<file path="src/rtl/ip_addr_source.sv">
module ip_addr_source #(
  parameter int              RETRY_TICKS = 1000,
  parameter logic [31:0]     FIXED_ADDR  = 32'hC0A8_0179,
  parameter int              EE_AW       = 8,
  parameter logic [EE_AW-1:0] EE_HI_ADDR = 8'h20,
  parameter logic [EE_AW-1:0] EE_LO_ADDR = 8'h22
) (
  input  logic             clk,
  input  logic             rst_n,
  input  logic             strap_a,
  input  logic             strap_b,
  output logic             ee_req,
  output logic [EE_AW-1:0] ee_word_addr,
  input  logic             ee_ack,
  input  logic [15:0]      ee_data,
  input  logic             bootp_valid,
  input  logic [31:0]      bootp_addr,
  input  logic             tick,
  output logic [31:0]      ip_addr,
  output logic             ip_valid,
  output logic             bootp_req,
  output logic             strap_err
);
  localparam int CW = $clog2(RETRY_TICKS + 1);

  typedef enum logic [2:0] {ST_SAMPLE, ST_EE_HI, ST_EE_LO, ST_BOOT, ST_DONE} st_t;

  st_t           state;
  logic [15:0]   hi_q;
  logic [CW-1:0] cnt;

  assign ee_req       = (state == ST_EE_HI) || (state == ST_EE_LO);
  assign ee_word_addr = (state == ST_EE_LO) ? EE_LO_ADDR : EE_HI_ADDR;

  always_ff @(posedge clk or negedge rst_n) begin
    if (!rst_n) begin
      state     <= ST_SAMPLE;
      hi_q      <= '0;
      cnt       <= '0;
      ip_addr   <= '0;
      ip_valid  <= 1'b0;
      bootp_req <= 1'b0;
      strap_err <= 1'b0;
    end else begin
      bootp_req <= 1'b0;
      case (state)
        ST_SAMPLE:
          case ({strap_a, strap_b})
            2'b00: begin
              ip_addr  <= FIXED_ADDR;
              ip_valid <= 1'b1;
              state    <= ST_DONE;
            end
            2'b01: state <= ST_EE_HI;
            2'b10: begin
              bootp_req <= 1'b1;
              cnt       <= '0;
              state     <= ST_BOOT;
            end
            default: begin
              strap_err <= 1'b1;
              state     <= ST_DONE;
            end
          endcase
        ST_EE_HI:
          if (ee_ack) begin
            hi_q  <= ee_data;
            state <= ST_EE_LO;
          end
        ST_EE_LO:
          if (ee_ack) begin
            ip_addr  <= {hi_q, ee_data};
            ip_valid <= 1'b1;
            state    <= ST_DONE;
          end
        ST_BOOT:
          if (bootp_valid) begin
            ip_addr  <= bootp_addr;
            ip_valid <= 1'b1;
            state    <= ST_DONE;
          end else if (tick) begin
            if (cnt == CW'(RETRY_TICKS - 1)) begin
              cnt       <= '0;
              bootp_req <= 1'b1;
            end else begin
              cnt <= cnt + 1'b1;
            end
          end
        default: ;
      endcase
    end
  end
endmodule

</file>
<file path="config.mk">
export PLATFORM = sky130hd
export DESIGN_NAME = ip_addr_source
export DESIGN_NICKNAME = d
export VERILOG_FILES = /design/src/rtl/ip_addr_source.sv
export SDC_FILE = /design/constraint.sdc
export NUM_CORES = 1
export LEC_CHECK = 0
export BUFFER_PORTS_ARGS = -buffer_cell sky130_fd_sc_hd__buf_4
export CAP_MARGIN = 5
export CORE_UTILIZATION = 30
export CTS_CLUSTER_DIAMETER = 50
export DETAILED_ROUTE_END_ITERATION = 6
export GPL_TIMING_DRIVEN = 1
export PLACE_DENSITY = 0.61
export REMOVE_ABC_BUFFERS = 1
export SYNTH_ARGS = -nofsm -noshare
export SYNTH_HDL_FRONTEND = slang
export SYNTH_SLANG_ARGS = --single-unit
export TNS_END_PERCENT = 50
</file>
<file path="constraint.sdc">
create_clock -name clk -period 3.45 [get_ports clk]
set_input_delay 0.69 -clock clk [delete_from_list [all_inputs] [get_ports clk]]
set_output_delay 0.69 -clock clk [all_outputs]
set_load 0.01 [all_outputs]
</file>
* Word-level counts from Yosys, hierarchy flattened
Index checks and enable logic that the tools add are counted.
** Operators by class
- Add/sub/neg operators :: 1
- Multiply operators :: 0
- Divide/modulo/power cells :: 0
- Order comparisons :: 0
- Equality and inequality tests :: 13
- Shift-type cells :: 0
- Multiplexer cells :: 24
- Bitwise logic cells :: 1
- Reductions and logical operators :: 12
** Operator list (count)
- $mux W32 :: 3
- $pmux W32 S3 :: 1
- $mux W10 :: 4
- $pmux W10 S2 :: 1
- $ne A2 B2 Y1 const B :: 6
- $pmux W3 S4 :: 1
- $reduce_and A4 Y1 :: 3
- $add A10 B1 Y10 const B :: 1
- $eq A10 B10 Y1 const B :: 1
- $mux W3 :: 3
- $mux W1 :: 7
- $eq A3 B2 Y1 const B :: 2
- $pmux W3 S2 :: 1
- $reduce_and A2 Y1 :: 2
- $reduce_bool A4 Y1 :: 1
- $eq A3 B1 Y1 const B :: 1
- $logic_not A3 Y1 :: 1
- $pmux W1 S3 :: 1
- $reduce_bool A3 Y1 :: 1
- $reduce_or A3 Y1 :: 1
- $eq A2 B1 Y1 const B :: 1
- $eq A2 B2 Y1 const B :: 1
- $logic_not A2 Y1 :: 1
- $mux W2 :: 1
- 5 further kinds :: 5
** Word-level totals
- Register bits :: 64
- Bits in latches :: 0
- RAM bits :: 0
- Bits in read-only memories :: 0
- Output and inout port bits :: 44
- Word-level logic and storage cells :: 58
- Memories kept :: 0

* Longest topological paths before layout
- Depth after elaboration :: 5
- Depth in mapped cells :: 8
- Depth with buffers taken out :: 6

* Least setup slack after synthesis
Ideal clock, no wire load.
- Path type :: input to register
- Start point :: input strap_b
- End point :: register cnt[5]
- Library setup time :: 0.073 ns
- Arrival time :: 2.298 ns
- Data required time :: 3.377 ns
- Setup slack :: 1.078 ns
- Cell stages on the path :: 8
- Cells stage by stage :: inv_1 -> ha_1 -> or3b_1 -> buf_2 -> a21o_1 -> buf_6 -> or4_4 -> a21oi_2
** Between the ends
- Longest elaborated chain between the ends :: 3
** Ends and longest elaborated chain
- start, declared :: RTL line 11 : input logic strap_b,
- $eq A2 B2 Y1 :: RTL line 48 : case ({strap_a, strap_b})
- $ne A2 B2 Y1 (no line)
- $reduce_and A4 Y1 (no line)
- end signal, assigned :: RTL line 86 : cnt <= cnt + 1'b1;
- end, declared :: RTL line 30 : logic [CW-1:0] cnt;
Every way passes these cells.
A chain may end at the register's enable or synchronous reset.

* Final worst setup path
- Start point :: register state[2]
- End point :: output ee_word_addr[1]
** Between the ends
- Longest elaborated chain between the ends :: 2
** Ends and longest elaborated chain
- start, declared :: RTL line 28 : st_t state;
- start signal, assigned :: RTL line 37 : state <= ST_SAMPLE;
- start signal, assigned :: RTL line 52 : state <= ST_DONE;
- start signal, assigned :: RTL line 54 : 2'b01: state <= ST_EE_HI;
- $eq A3 B2 Y1 :: RTL line 33 : assign ee_word_addr = (state == ST_EE_LO) ? EE_LO_ADDR : EE_HI_ADDR;
- $mux W2 :: RTL line 33
- end, declared :: RTL line 13 : output logic [EE_AW-1:0] ee_word_addr,
Every way passes these cells.

==> flow_summary_export.csv <==
group,metric,value,unit
status,status,"finished, final reports clean",
global_routing,grt_max_degree,65,
clock_network,cts_sinks,64,
clock_network,clk-insertion-delay-late,0.33,ns
logic_synthesis,ys.warnings.count,0,
setup_path,path_class,"flop to output pin",
route,drt_iter0_markers,127,
final_layout,syn_to_final_growth,30.2,%
route,viasPerCell,4.72,
global_routing,antenna_found_initial,0,
logic_synthesis,synth-edff-count,0,
pwr,power_density,429,nW/um^2
sta,fmax,376,MHz
final_layout,final_layout_size_suffix_gt1_share,42.6,%
sta,period_minus_slack,2.66,ns
sta,timing.final.ws_setup,0.788,ns
setup_path,cp-startpoint,"state[2]",
sta,rsz0062_at_grt,"no",
clock_network,cts_resized,0,
final_layout,n_antenna_cell,0,
floorplanning,start_util,31.4,%
final_layout,fin_util,40.9,%
global_routing,grt_use_total,14.1,%
floorplanning,die_x,104,um
logic_synthesis,synthCells,268,
floorplanning,die_h,104,um
sta,setup_viol,0,
final_layout,fillers,995,
clock_network,cts_htree_levels,3,
setup_path,endpoint_kind,"output pin",
hold_path,hold_class,"primary input to async pin",
route,antenna_left,0,
final_layout,nets,412,
logic_synthesis,netlist_top_cells_count,"dfrtp_1, mux2_2, a22o_1",
pwr,p_leak,0.00208,uW
sta,hold_viol_final,0,
route,routed_wirelength,7270,um
global_routing,first_global_vias,2394,
clock_network,root_buffer,"clkbuf_8",
logic_synthesis,async_flop_share,100,%
route,drt_pre_antenna_iters,4,
clock_network,cts_setup_buffers,0,
logic_synthesis,synth-main-ff-cell,"dfrtp_1",
sta,slew_violations,0,
clock_network,cts_tree,"built",
logic_synthesis,synth.distinct_cells,36,
place,pre_cts_ws,0.882,ns
run,maxCapViolCount,0,
setup_path,cp_max_fo,17,
route,drcViolationCount,0,
logic_synthesis,synth-seq-cells,64,
setup_path,arrival,1.97,ns
route,wl_per_cell,14.8,um
global_routing,grt_pass1_wl,12000,um
clock_network,hold_buffers,0,
route,vias,2314,
place,placed_area,3870,um^2
floorplanning,core,9910,um^2
logic_synthesis,avgSynthCellArea,11.6,um^2
logic_synthesis,synth_area_leader_cell,"dfrtp_1",
sta,tns,0,ns
setup_path,r2r_start,"state[1]",
sta,period_share,77.2,%
place,place_hpwl,4860,um
logic_synthesis,synth_top_cell_area_share,51.4,%
place,finalWeightedCongestion,0.738,
clock_network,numCtsBuffers,9,
setup_path,critPathLaunchType,"flop",
pwr,ir_drop,0.196,mV
global_routing,grt-ovfl-total,0,
sta,slew_headroom,29.6,%
logic_synthesis,synth_area_leaders,"dfrtp_1, mux2_2, a22o_1",
place,dp_cells,475,
clock_network,clk_pin_slew,0.07,ns
final_layout,fin_cells,490,
sta,worst_pin_slew,1.06,ns
place,port_buffers,91,
final_layout,design_area,4060,um^2
logic_synthesis,yosysMostFrequentCell,"dfrtp_1",
setup_path,cp.required,2.76,ns
floorplanning,design.die.area,10800,um^2
logic_synthesis,seq_area_frac_synth,51.4,%
sta,finClkSkew,0.00714,ns
logic_synthesis,synth_area,3120,um^2
clock_network,ctsLongestPathBuffers,2,
floorplanning,num_rows,36,
floorplanning,io_pins,99,
## cell type report
type	count	area, um^2	share of cell area [%]
Sequential cell	64	1600	39.5
Multi-Input combinational cell	169	1340	33.1
Timing Repair Buffer	94	706	17.4
Tap cell	133	166	4.10
Clock buffer	11	141	3.48
Inverter	15	56.3	1.39
Clock inverter	4	45.0	1.11
## layout by cell type, fill, tap and decap left out, drive strengths merged, types with 8 or more instances in the layout
cell and count:
o22ai 11, dfrtp 64, clkbuf 11, nor2 11
inv 15, mux2 37, a22o 21, mux2i 13
o21ai 8, nand2 11, buf 94
## kinds of logic (layout without fill, tap and decap cells)
logic type / after synthesis / in the layout / synth area share (%)
XOR/XNOR: 5 / 5 / 1.41
buffers and inverters: 40 / 124 / 6.30
AO/OA/AOI/OAI: 60 / 60 / 14.0
flip-flops: 64 / 64 / 51.4
AND/OR/NAND/NOR: 43 / 43 / 7.47
adder cells (fa/ha/maj): 4 / 4 / 1.61
multiplexers: 50 / 50 / 17.6
other: 2 / 7 / 0.241
## worst max-delay path, stage by stage, from the launching register on
cell	delay (ns)
dfrtp_1	0.57
nor2_1	0.23
nand2_1	0.07
buf_4	0.22
inv_1	0.35
buf_4	0.21
## per-stage QoR
| stage | total power, uW | hold slack (ns) |
|---|---|---|
| after floorplan | 996 | 0.394 |
| final | 1740 | 0.454 |
| after global placement | 1130 | 0.442 |
| after detailed placement | 1140 | 0.446 |
| after CTS | 1770 | 0.462 |
| after global routing | 1840 | 0.499 |
## flip-flops by register name, indices dropped and copies added, names as in the netlist
signal	cells
bootp_req	1
ip_addr	32
cnt	10
state	3
strap_err	1
hi_q	16
ip_valid	1
## per-layer routing
layer | track usage, % | vias to the layer above | routed length (um)
li1 | - | 1117 | -
met1 | 19.5 | 1121 | 3520
met2 | 21.0 | 70 | 3260
met3 | 4.57 | 6 | 435
met4 | 3.98 | 0 | 56
met5 | 0 | - | 0
## worst paths after layout
path | end | slack [ns] | cells past startpoint
min in group clk | strap_err | 0.46 | 1
min | ip_valid | 0.45 | 1
max reg2reg | ip_addr[28] | 1.19 | 4
max | ee_word_addr[1] | 0.79 | 5
min reg2reg | strap_err | 0.46 | 1
max in group asynchronous | ip_addr[28] | 2.46 | 1
## power breakdown
part           switching [uW]  total, uW  internal, uW
clock network             275        622           346
logic                    93.8        229           135
registers                66.5        890           824
total                     436       1740          1300
Note: power is estimated with default switching activity, not from simulation.
